--- config.mk ---
export PLATFORM = sky130hd
export DESIGN_NAME = radio_i2c_regs
export DESIGN_NICKNAME = d
export VERILOG_FILES = /design/src/rtl/radio_i2c_pkg.sv /design/src/rtl/i2c_line_filter.sv /design/src/rtl/i2c_cond_detect.sv /design/src/rtl/i2c_byte_engine.sv /design/src/rtl/radio_reg_bank.sv /design/src/rtl/radio_i2c_regs.sv
export SDC_FILE = /design/constraint.sdc
export NUM_CORES = 1
export LEC_CHECK = 0
export CORE_AREA = 5 5 116 118
export DETAILED_ROUTE_END_ITERATION = 12
export DIE_AREA = 0 0 121 123
export DONT_BUFFER_PORTS = 1
export PLACE_DENSITY = 0.79
export SYNTH_ARGS = -nofsm -noshare
export SYNTH_HDL_FRONTEND = slang
export SYNTH_SLANG_ARGS = --single-unit
export TNS_END_PERCENT = 1
--- constraint.sdc ---
create_clock -name clk -period 2.6 [get_ports clk]
set_input_delay 0.52 -clock clk [delete_from_list [all_inputs] [get_ports clk]]
set_output_delay 0.52 -clock clk [all_outputs]
set_load 0.01 [all_outputs]
--- src/rtl/radio_i2c_pkg.sv ---
package radio_i2c_pkg;
  localparam int NUM_RW = 10;
  localparam logic [7:0] RW_ADDR [NUM_RW] = '{8'h0B, 8'h0D, 8'h0E, 8'h0F, 8'h19,
                                             8'h1A, 8'h1B, 8'h1D, 8'h1E, 8'h1F};
  localparam int IDX_PWR    = 3;
  localparam int IDX_TGT_LO = 8;
  localparam int IDX_TGT_HI = 9;
  localparam logic [7:0] SUB_ID     = 8'h00;
  localparam logic [7:0] ID_VALUE   = 8'h12;
  localparam logic [7:0] SUB_STAT   = 8'h02;
  localparam logic [7:0] SUB_POS_LO = 8'h10;
  localparam logic [7:0] SUB_POS_HI = 8'h11;
  localparam logic [7:0] SUB_TGT_HI = 8'h1F;
  localparam logic [6:0] DEV_ADDR   = 7'h60;

  typedef enum logic [2:0] {
    PH_IDLE, PH_DEV, PH_SUB, PH_WDATA, PH_EXTRA, PH_READ, PH_SKIP
  } phase_t;
endpackage

--- src/rtl/i2c_line_filter.sv ---
module i2c_line_filter #(
  parameter int FILT_LEN = 3
) (
  input  logic clk,
  input  logic rst_n,
  input  logic raw,
  output logic filt
);
  localparam int CW = $clog2(FILT_LEN + 1);

  logic [1:0]    sync_q;
  logic [CW-1:0] run_q;

  always_ff @(posedge clk or negedge rst_n) begin
    if (!rst_n) begin
      sync_q <= 2'b11;
      filt   <= 1'b1;
      run_q  <= '0;
    end else begin
      sync_q <= {sync_q[0], raw};
      if (sync_q[1] == filt) begin
        run_q <= '0;
      end else if (run_q == CW'(FILT_LEN - 1)) begin
        filt  <= sync_q[1];
        run_q <= '0;
      end else begin
        run_q <= run_q + 1'b1;
      end
    end
  end
endmodule

--- src/rtl/i2c_cond_detect.sv ---
module i2c_cond_detect (
  input  logic clk,
  input  logic rst_n,
  input  logic scl,
  input  logic sda,
  output logic start_ev,
  output logic stop_ev,
  output logic scl_rise,
  output logic scl_fall
);
  logic scl_q, sda_q;

  always_ff @(posedge clk or negedge rst_n) begin
    if (!rst_n) begin
      scl_q <= 1'b1;
      sda_q <= 1'b1;
    end else begin
      scl_q <= scl;
      sda_q <= sda;
    end
  end

  assign start_ev = scl & scl_q & sda_q & ~sda;
  assign stop_ev  = scl & scl_q & ~sda_q & sda;
  assign scl_rise = scl & ~scl_q;
  assign scl_fall = ~scl & scl_q;
endmodule

--- src/rtl/i2c_byte_engine.sv ---
module i2c_byte_engine
  import radio_i2c_pkg::*;
(
  input  logic       clk,
  input  logic       rst_n,
  input  logic       start_ev,
  input  logic       stop_ev,
  input  logic       scl_rise,
  input  logic       scl_fall,
  input  logic       sda_f,
  input  logic [7:0] rd_data,
  output logic       sda_oe,
  output logic       wr_en,
  output logic [7:0] wr_data,
  output logic [7:0] sub_addr
);
  phase_t     phase_q, next_q;
  logic [3:0] bit_q;
  logic [7:0] shift_q;
  logic [7:0] tx_q;

  always_ff @(posedge clk or negedge rst_n) begin
    if (!rst_n) begin
      phase_q  <= PH_IDLE;
      next_q   <= PH_IDLE;
      bit_q    <= '0;
      shift_q  <= '0;
      tx_q     <= '0;
      sub_addr <= '0;
      sda_oe   <= 1'b0;
      wr_en    <= 1'b0;
      wr_data  <= '0;
    end else begin
      wr_en <= 1'b0;
      if (start_ev) begin
        phase_q <= PH_DEV;
        bit_q   <= '0;
        sda_oe  <= 1'b0;
      end else if (stop_ev) begin
        phase_q <= PH_IDLE;
        bit_q   <= '0;
        sda_oe  <= 1'b0;
      end else if (phase_q != PH_IDLE && phase_q != PH_SKIP) begin
        if (scl_rise) begin
          if (bit_q < 4'd9) bit_q <= bit_q + 4'd1;
          if (bit_q < 4'd8) shift_q <= {shift_q[6:0], sda_f};
        end else if (scl_fall) begin
          if (bit_q == 4'd8) begin
            case (phase_q)
              PH_DEV: begin
                if (shift_q == {DEV_ADDR, 1'b0}) begin
                  sda_oe <= 1'b1;
                  next_q <= PH_SUB;
                end else if (shift_q == {DEV_ADDR, 1'b1}) begin
                  sda_oe <= 1'b1;
                  next_q <= PH_READ;
                end else begin
                  next_q <= PH_SKIP;
                end
              end
              PH_SUB: begin
                sda_oe   <= 1'b1;
                sub_addr <= shift_q;
                next_q   <= PH_WDATA;
              end
              PH_WDATA: begin
                sda_oe  <= 1'b1;
                wr_en   <= 1'b1;
                wr_data <= shift_q;
                next_q  <= PH_EXTRA;
              end
              PH_EXTRA: begin
                sda_oe <= 1'b1;
                next_q <= PH_EXTRA;
              end
              default: begin
                sda_oe <= 1'b0;
                next_q <= PH_SKIP;
              end
            endcase
          end else if (bit_q == 4'd9) begin
            bit_q   <= '0;
            phase_q <= next_q;
            if (next_q == PH_READ) begin
              tx_q   <= rd_data;
              sda_oe <= ~rd_data[7];
            end else begin
              sda_oe <= 1'b0;
            end
          end else if (phase_q == PH_READ && bit_q != 4'd0) begin
            sda_oe <= ~tx_q[3'(4'd7 - bit_q)];
          end
        end
      end
    end
  end
endmodule

--- src/rtl/radio_reg_bank.sv ---
module radio_reg_bank
  import radio_i2c_pkg::*;
(
  input  logic                clk,
  input  logic                rst_n,
  input  logic                wr_en,
  input  logic [7:0]          wr_data,
  input  logic [7:0]          sub_addr,
  input  logic [7:0]          stat_radio,
  input  logic [7:0]          stat_pos_lo,
  input  logic [7:0]          stat_pos_hi,
  output logic [7:0]          rd_data,
  output logic [NUM_RW*8-1:0] cfg_flat,
  output logic                cmd_start,
  output logic                cmd_abort
);
  always_ff @(posedge clk or negedge rst_n) begin
    if (!rst_n) begin
      cfg_flat  <= '0;
      cmd_start <= 1'b0;
      cmd_abort <= 1'b0;
    end else begin
      cmd_start <= wr_en && (sub_addr == SUB_TGT_HI);
      cmd_abort <= wr_en && (sub_addr == SUB_ID);
      for (int i = 0; i < NUM_RW; i++) begin
        if (wr_en && sub_addr == RW_ADDR[i]) cfg_flat[i*8 +: 8] <= wr_data;
      end
    end
  end

  always_comb begin
    rd_data = 8'h00;
    case (sub_addr)
      SUB_ID:     rd_data = ID_VALUE;
      SUB_STAT:   rd_data = stat_radio;
      SUB_POS_LO: rd_data = stat_pos_lo;
      SUB_POS_HI: rd_data = stat_pos_hi;
      default: begin
        for (int i = 0; i < NUM_RW; i++) begin
          if (sub_addr == RW_ADDR[i]) rd_data = cfg_flat[i*8 +: 8];
        end
      end
    endcase
  end
endmodule

--- src/rtl/radio_i2c_regs.sv ---
module radio_i2c_regs
  import radio_i2c_pkg::*;
#(
  parameter int FILT_LEN = 3
) (
  input  logic        clk,
  input  logic        rst_n,
  input  logic        scl_i,
  input  logic        sda_i,
  output logic        sda_oe,
  input  logic [7:0]  stat_radio,
  input  logic [7:0]  stat_pos_lo,
  input  logic [7:0]  stat_pos_hi,
  output logic [79:0] cfg_bus,
  output logic        pwr_en,
  output logic        cmd_start,
  output logic        cmd_abort,
  output logic [15:0] cmd_target
);
  localparam int LINES = 2;

  logic [LINES-1:0] raw_v, filt_v;
  logic scl_filt, sda_filt;
  logic start_ev, stop_ev, scl_rise, scl_fall;
  logic wr_en;
  logic [7:0] wr_data, sub_addr, rd_data;
  logic [NUM_RW*8-1:0] cfg_flat;

  assign raw_v = {sda_i, scl_i};

  for (genvar g = 0; g < LINES; g++) begin : g_line
    i2c_line_filter #(.FILT_LEN(FILT_LEN)) u_filt (
      .clk  (clk),
      .rst_n(rst_n),
      .raw  (raw_v[g]),
      .filt (filt_v[g])
    );
  end

  assign scl_filt = filt_v[0];
  assign sda_filt = filt_v[1];

  i2c_cond_detect u_det (
    .clk     (clk),
    .rst_n   (rst_n),
    .scl     (scl_filt),
    .sda     (sda_filt),
    .start_ev(start_ev),
    .stop_ev (stop_ev),
    .scl_rise(scl_rise),
    .scl_fall(scl_fall)
  );

  i2c_byte_engine u_eng (
    .clk     (clk),
    .rst_n   (rst_n),
    .start_ev(start_ev),
    .stop_ev (stop_ev),
    .scl_rise(scl_rise),
    .scl_fall(scl_fall),
    .sda_f   (sda_filt),
    .rd_data (rd_data),
    .sda_oe  (sda_oe),
    .wr_en   (wr_en),
    .wr_data (wr_data),
    .sub_addr(sub_addr)
  );

  radio_reg_bank u_bank (
    .clk        (clk),
    .rst_n      (rst_n),
    .wr_en      (wr_en),
    .wr_data    (wr_data),
    .sub_addr   (sub_addr),
    .stat_radio (stat_radio),
    .stat_pos_lo(stat_pos_lo),
    .stat_pos_hi(stat_pos_hi),
    .rd_data    (rd_data),
    .cfg_flat   (cfg_flat),
    .cmd_start  (cmd_start),
    .cmd_abort  (cmd_abort)
  );

  assign cfg_bus    = cfg_flat;
  assign pwr_en     = cfg_flat[IDX_PWR*8];
  assign cmd_target = {cfg_flat[IDX_TGT_HI*8 +: 8], cfg_flat[IDX_TGT_LO*8 +: 8]};
endmodule

Word level (Yosys, flattened, before mapping)
Index checks and enable logic that the tools add are counted.
{"block": "classes", "addsub": 4, "n_mul": 0, "div": 0, "n_lt_le_gt_ge": 3, "eq_ne": 33, "shifts": 0, "mux": 54, "n_bitwise": 19, "reduce_logical": 34}
{"cell": "$mux 8", "count": 10}
{"cell": "$eq 8x5->1 const B", "count": 8}
{"cell": "$eq 8x4->1 const B", "count": 4}
{"cell": "$mux 4", "count": 8}
{"cell": "$pmux 8 s4", "count": 1}
{"cell": "$mux 3", "count": 8}
{"cell": "$reduce_and 5->1", "count": 4}
{"cell": "$mux 1", "count": 19}
{"cell": "$eq 8x8->1 const B", "count": 2}
{"cell": "$reduce_and 7->1", "count": 2}
{"cell": "$logic_and 1x1->1", "count": 13}
{"cell": "$not 1->1", "count": 12}
{"cell": "$reduce_bool 3->1", "count": 4}
{"cell": "$reduce_bool 4->1", "count": 3}
{"cell": "$mux 2", "count": 5}
{"cell": "$eq 3x3->1 const B", "count": 3}
{"cell": "$ne 3x3->1 const B", "count": 3}
{"cell": "$pmux 3 s3", "count": 1}
{"cell": "$eq 4x4->1 const B", "count": 2}
{"cell": "$eq 8x2->1 const B", "count": 1}
{"cell": "$logic_not 8->1", "count": 1}
{"cell": "$lt 4x4->1 const B", "count": 2}
{"cell": "$reduce_and 8->1", "count": 1}
{"cell": "$and 1x1->1", "count": 7}
{"cell": "other kinds (18)", "count": 23}
{"block": "word_totals", "reg_bits": 138, "latchBits": 0, "ramBits": 0, "mem_bits_ro": 0, "in_bits": 28, "memories": 0}

Logic depth before layout (Yosys ltp)
{"block": "logic_depth", "depth_word": 21, "mapped_depth": 9}

Cells and area by module
A second synthesis with hierarchy kept.
{"block": "hier_totals", "cells_unflattened": 599, "area_unflattened_um2": 7154.4}
{"mod": "radio_reg_bank", "instances": 1, "cells_per_inst": 373, "area_per_inst_um2": 4364.2, "seq_area_each_um2": 2052.0}
{"mod": "i2c_byte_engine", "instances": 1, "cells_per_inst": 183, "area_per_inst_um2": 2217.1, "seq_area_each_um2": 1101.1}
{"mod": "i2c_line_filter", "instances": 2, "cells_per_inst": 10, "area_per_inst_um2": 178.9, "seq_area_each_um2": 128.9}
{"mod": "radio_i2c_regs", "instances": 1, "cells_per_inst": 17, "area_per_inst_um2": 127.6, "seq_area_each_um2": 0.0}
{"mod": "i2c_cond_detect", "instances": 1, "cells_per_inst": 6, "area_per_inst_um2": 87.6, "seq_area_each_um2": 52.6}

Worst setup path before layout
OpenSTA, ideal clock, no wires.
{"block": "synth_path", "path_type": "register -> register", "from": "register u_det.scl_q", "to": "register u_eng.tx_q[2]", "setup_time_ns": 0.118, "arrival_time_ns": 1.830, "required_time_ns": 2.482, "setup_slack_ns": 0.652, "path_stages_with_launch": 9, "synth_period_minus_slack_ns": 1.948, "path_cell_list": "dfstp_2 -> inv_1 -> ha_1 -> nand2b_1 -> a21oi_1 -> and4_1 -> buf_2 -> a21oi_1 -> a21o_1"}
{"block": "synth_between", "elab_chain_cells": 5}
{"item": "from (decl)", "line_no": "i2c_cond_detect.sv:11", "rtl": "logic scl_q, sda_q;"}
{"item": "from (signal assigned)", "line_no": "i2c_cond_detect.sv:18", "rtl": "scl_q <= scl;"}
{"item": "$and 1x1->1", "line_no": "i2c_cond_detect.sv:23, i2c_cond_detect.sv:24"}
{"item": "$and 1x1->1 (on tied branches) (2 in a row)", "line_no": "i2c_cond_detect.sv:24, i2c_cond_detect.sv:23"}
{"item": "$not 1->1 (no source line)"}
{"item": "$reduce_and 8->1 (no source line) *"}
{"item": "to (signal assigned)", "line_no": "i2c_byte_engine.sv:85", "rtl": "tx_q <= rd_data;"}
{"item": "to (decl)", "line_no": "i2c_byte_engine.sv:20", "rtl": "logic [7:0] tx_q;"}
Every way passes the cells marked *; elsewhere a longest branch is shown, timed or not.
A chain may end at the register's enable or synchronous reset.

Worst setup path after layout
{"block": "layout_path", "from": "register u_eng.sub_addr[1]", "to": "register u_eng.tx_q[6]"}
{"block": "layout_between", "elab_chain_cells": 12}
{"item": "from (decl)", "line_no": "i2c_byte_engine.sv:15", "rtl": "output logic [7:0] sub_addr"}
{"item": "from (signal assigned)", "line_no": "i2c_byte_engine.sv:63", "rtl": "sub_addr <= shift_q;"}
{"item": "$eq 8x4->1", "line_no": "radio_reg_bank.sv:40", "rtl": "if (sub_addr == RW_ADDR[i]) rd_data = cfg_flat[i*8 +: 8];"}
{"item": "$mux 8 (10 in a row)", "line_no": "radio_reg_bank.sv:40"}
{"item": "$pmux 8 s4 *", "line_no": "radio_reg_bank.sv:33", "rtl": "case (sub_addr)"}
Marks and branches as above.

==> reports/metrics.csv <==
stage;metric;value;unit
status;outcome;finished, violations left;
status;violations;hold timing;
die;die_width;121;um
clock_tree;clk_pin_slew_worst_paths;0.06;ns
die;rows;41;
sta;hold_viol;130;
sta;period_needed;2.56;ns
placed_design;dp.final_hpwl;14.7;mm
synthesis;yosysUniqueCellTypes;76;
sta;max_freq;391;MHz
final_layout;num_antenna_cells;0;
grt;overflow;0;
grt;grt_pass1_vias;5429;
clock_tree;clk_path_buf_depth;2;
synthesis;synth_top_area_cell;dfrtp_1;
sta;rsz0062_at_grt;no;
clock_tree;cts_tree;done;
critical_path;cpLargestDelayFamily;compound AO/OA/AOI/OAI gates;
critical_path;critPathArrivalTime;2.92;ns
synthesis;synth.area.top_cells;dfrtp_1 (45%), mux2_2 (16%), nand2_1 (3.2%), dfstp_2 (2.9%), a21oi_1 (2.4%);
clock_tree;clock_latency;0.43;ns
sta;slew_violations;0;
critical_path;rr_endpoint;u_eng.tx_q[6]$_DFFE_PN0P_;
synthesis;syn_area_per_cell;11.0;um2
sta;slew_headroom;50.9;%
final_layout;layout.nets;673;
synthesis;synth_edf_count;0;
detailed_routing;drtIter0Drc;707;
die;dieHeight;123;um
placed_design;port-buffer-count;0;
critical_path;critPathCaptureType;register;
final_layout;drive_above_1_share;27.8;%
sta;fin_setup_tns;0;ns
synthesis;syn_area;7220;um2
pwr;power_density;720;nW/um2
critical_path;critical_path_class;reg2reg;
sta;skew;0.00926;ns
sta;layout_worst_path_cycle_share;98.5;%
min_path;hold_path.class;in2async;
pwr;power.leakage;0.00352;uW
synthesis;postSynthRegisterBits;138;
clock_tree;cts_max_level;4;
detailed_routing;wl;20.6;mm
critical_path;cp_max_fo;23;
detailed_routing;post_drt_wl_per_cell;25.0;um
sta;worstMarginPinSlew;0.729;ns
critical_path;cp_slowest_cell;nor3_1;
critical_path;worstPathCellList;buf_4 > nor3_1 > nand2_1 > o2111ai_1 > a21oi_1 > o32ai_1 > a21bo_1;
grt;antenna_found_initial;0;
die;dieArea;14900;um2
critical_path;critPathLaunchType;register;
die;start_util;58.4;%
synthesis;seq_area_frac_synth;48.0;%
critical_path;path_buf_inv;1;
clock_tree;cts_root_buffer;clkbuf_16;
sta;setup_viol;0;
detailed_routing;avgViaCountPerCell;6.61;
die;num_io_pins;128;
sta;hold_ws;-0.211;ns
detailed_routing;drc;0;
synthesis;ys_dominant_reg_cell;dfrtp_1;
critical_path;worst-r2r-cell-count;7;
final_layout;n_fill_cell;945;
grt;grt_pass1_wl;32.4;mm
flow_run;max_cap_viol_count;0;
detailed_routing;vias;5441;
synthesis;netlist.area_leader.share;45.1;%
clock_tree;cts.sinks;138;
critical_path;required;2.96;ns
detailed_routing;dr.pass1.iters;9;
synthesis;async_flop_share;100;%
clock_tree;cts_buffers;17;
critical_path;rr_startpoint;u_eng.sub_addr[1]$_DFFE_PN0P_;
synthesis;synth_nets;693;
critical_path;regToRegSetupSlack;0.04;ns
grt;grt_max_degree;139;
critical_path;max_stage_delay;0.57;ns
die;core_region_area;12400;um2
grt;grtUsageTotal;29.0;%
pwr;worst_ir_drop_vdd;0.632;mV
final_layout;final_common_cell;dfrtp_1;
final_layout;final_cell_mix;dfrtp_1 (129), mux2_2 (102), nand2_1 (61);
synthesis;postSynthCellCount;658;
synthesis;synth-warning-count;0;
placed_design;place.gp.congestion;1.00;
detailed_routing;antenna_left;0;
final_layout;area_growth;8.65;%
clock_tree;cts_resized;0;
-- worst max path at each step --
stage	start	to	slack, ns	cells past startpoint
floorplan	u_det.scl_q$_DFF_PN1_	u_eng.tx_q[2]$_DFFE_PN0P_	0.65	8
global placement	u_eng.sub_addr[1]$_DFFE_PN0P_	u_eng.tx_q[6]$_DFFE_PN0P_	0.12	7
detailed placement	u_eng.sub_addr[1]$_DFFE_PN0P_	u_eng.tx_q[6]$_DFFE_PN0P_	0.19	7
CTS	u_eng.sub_addr[1]$_DFFE_PN0P_	u_eng.tx_q[6]$_DFFE_PN0P_	0.18	7
global route	u_eng.sub_addr[1]$_DFFE_PN0P_	u_eng.tx_q[6]$_DFFE_PN0P_	0.006	7
finish	u_eng.sub_addr[1]$_DFFE_PN0P_	u_eng.tx_q[6]$_DFFE_PN0P_	0.04	7
-- synthesized netlist by cell type, types with 6 or more instances --
| cell | count |
|---|---|
| dfstp_2 | 8 |
| nand4_1 | 6 |
| o211ai_1 | 7 |
| a21oi_1 | 35 |
| o21ai_0 | 28 |
| a22oi_1 | 9 |
| and2_1 | 9 |
| nand2b_1 | 6 |
| inv_1 | 13 |
| nor3_1 | 10 |
| dfrtp_1 | 130 |
| a31oi_1 | 9 |
| clkbuf_1 | 12 |
| mux2i_1 | 11 |
| buf_4 | 22 |
| nor2_1 | 30 |
| nor2b_1 | 10 |
| o221ai_1 | 6 |
| buf_2 | 17 |
| mux2_2 | 102 |
| nand2_1 | 61 |
| ha_1 | 7 |
| nand3_1 | 14 |
-- stage by stage --
stage / instance area, um2 / utilization, % / total power, uW / setup slack [ns] / std cells
floorplan: 7220 / - / 2970 / 0.652 / 658
global placement: 7200 / 58.3 / 3080 / 0.119 / 789
detailed placement: 7200 / 58.3 / 3130 / 0.189 / 789
CTS: 7830 / 63.3 / 5650 / 0.184 / 821
global route: 7840 / 63.4 / 5850 / 0.00556 / 823
finish: 7840 / 63.4 / 5640 / 0.0398 / 823
-- final cells by class --
class                   count  area (um2)  area share (%)
flip-flops and latches    138        3460            44.2
clock buffers              22         484            6.18
repair buffers             15         113            1.44
multi-input cells         452        3370            43.0
inverters                  14        52.6           0.670
well taps                 172         215            2.74
clock inverters            10         140            1.79
-- per-layer routing --
metal	part of all wire, %	vias to the layer above	track usage [%]
li1	-	2350	-
met1	41	2717	37.9
met2	45	320	44.4
met3	11	54	10.8
met4	2.9	0	11.0
met5	0	-	0
-- cell families after synthesis --
| group | synth area share, % |
|---|---|
| fa+ha+maj | 1.21 |
| xor+xnor | 0.486 |
| simple gates | 14.5 |
| flops | 48.0 |
| compound gates | 12.7 |
| buf+inv | 5.29 |
| mux | 17.8 |
-- state kept, by name, summed over array words and instances, names as in the netlist, 4 cells and up --
register	flops
g_line.u_filt.run_q	4
g_line.u_filt.sync_q	4
u_bank.cfg_flat	80
u_eng.bit_q	4
u_eng.shift_q	8
u_eng.sub_addr	8
u_eng.tx_q	8
u_eng.wr_data	8
-- timing repair --
item | CTS | global route
endpoints found under the setup margin | 0 | 1
hold endpoints to repair | 138 | 138
buffers inserted | 0 | 2
-- worst register-to-register path, cell delays in order (launching register included) --
cell	delay, ns
dfrtp_1	0.48
buf_4	0.26
nor3_1	0.59
nand2_1	0.24
o2111ai_1	0.17
a21oi_1	0.07
o32ai_1	0.50
a21bo_1	0.18
-- report_power, final --
part           internal, uW  switching, uW
clock network          1610            915
logic                   275            305
registers              2320            221
(Power assumes the default switching activity.)
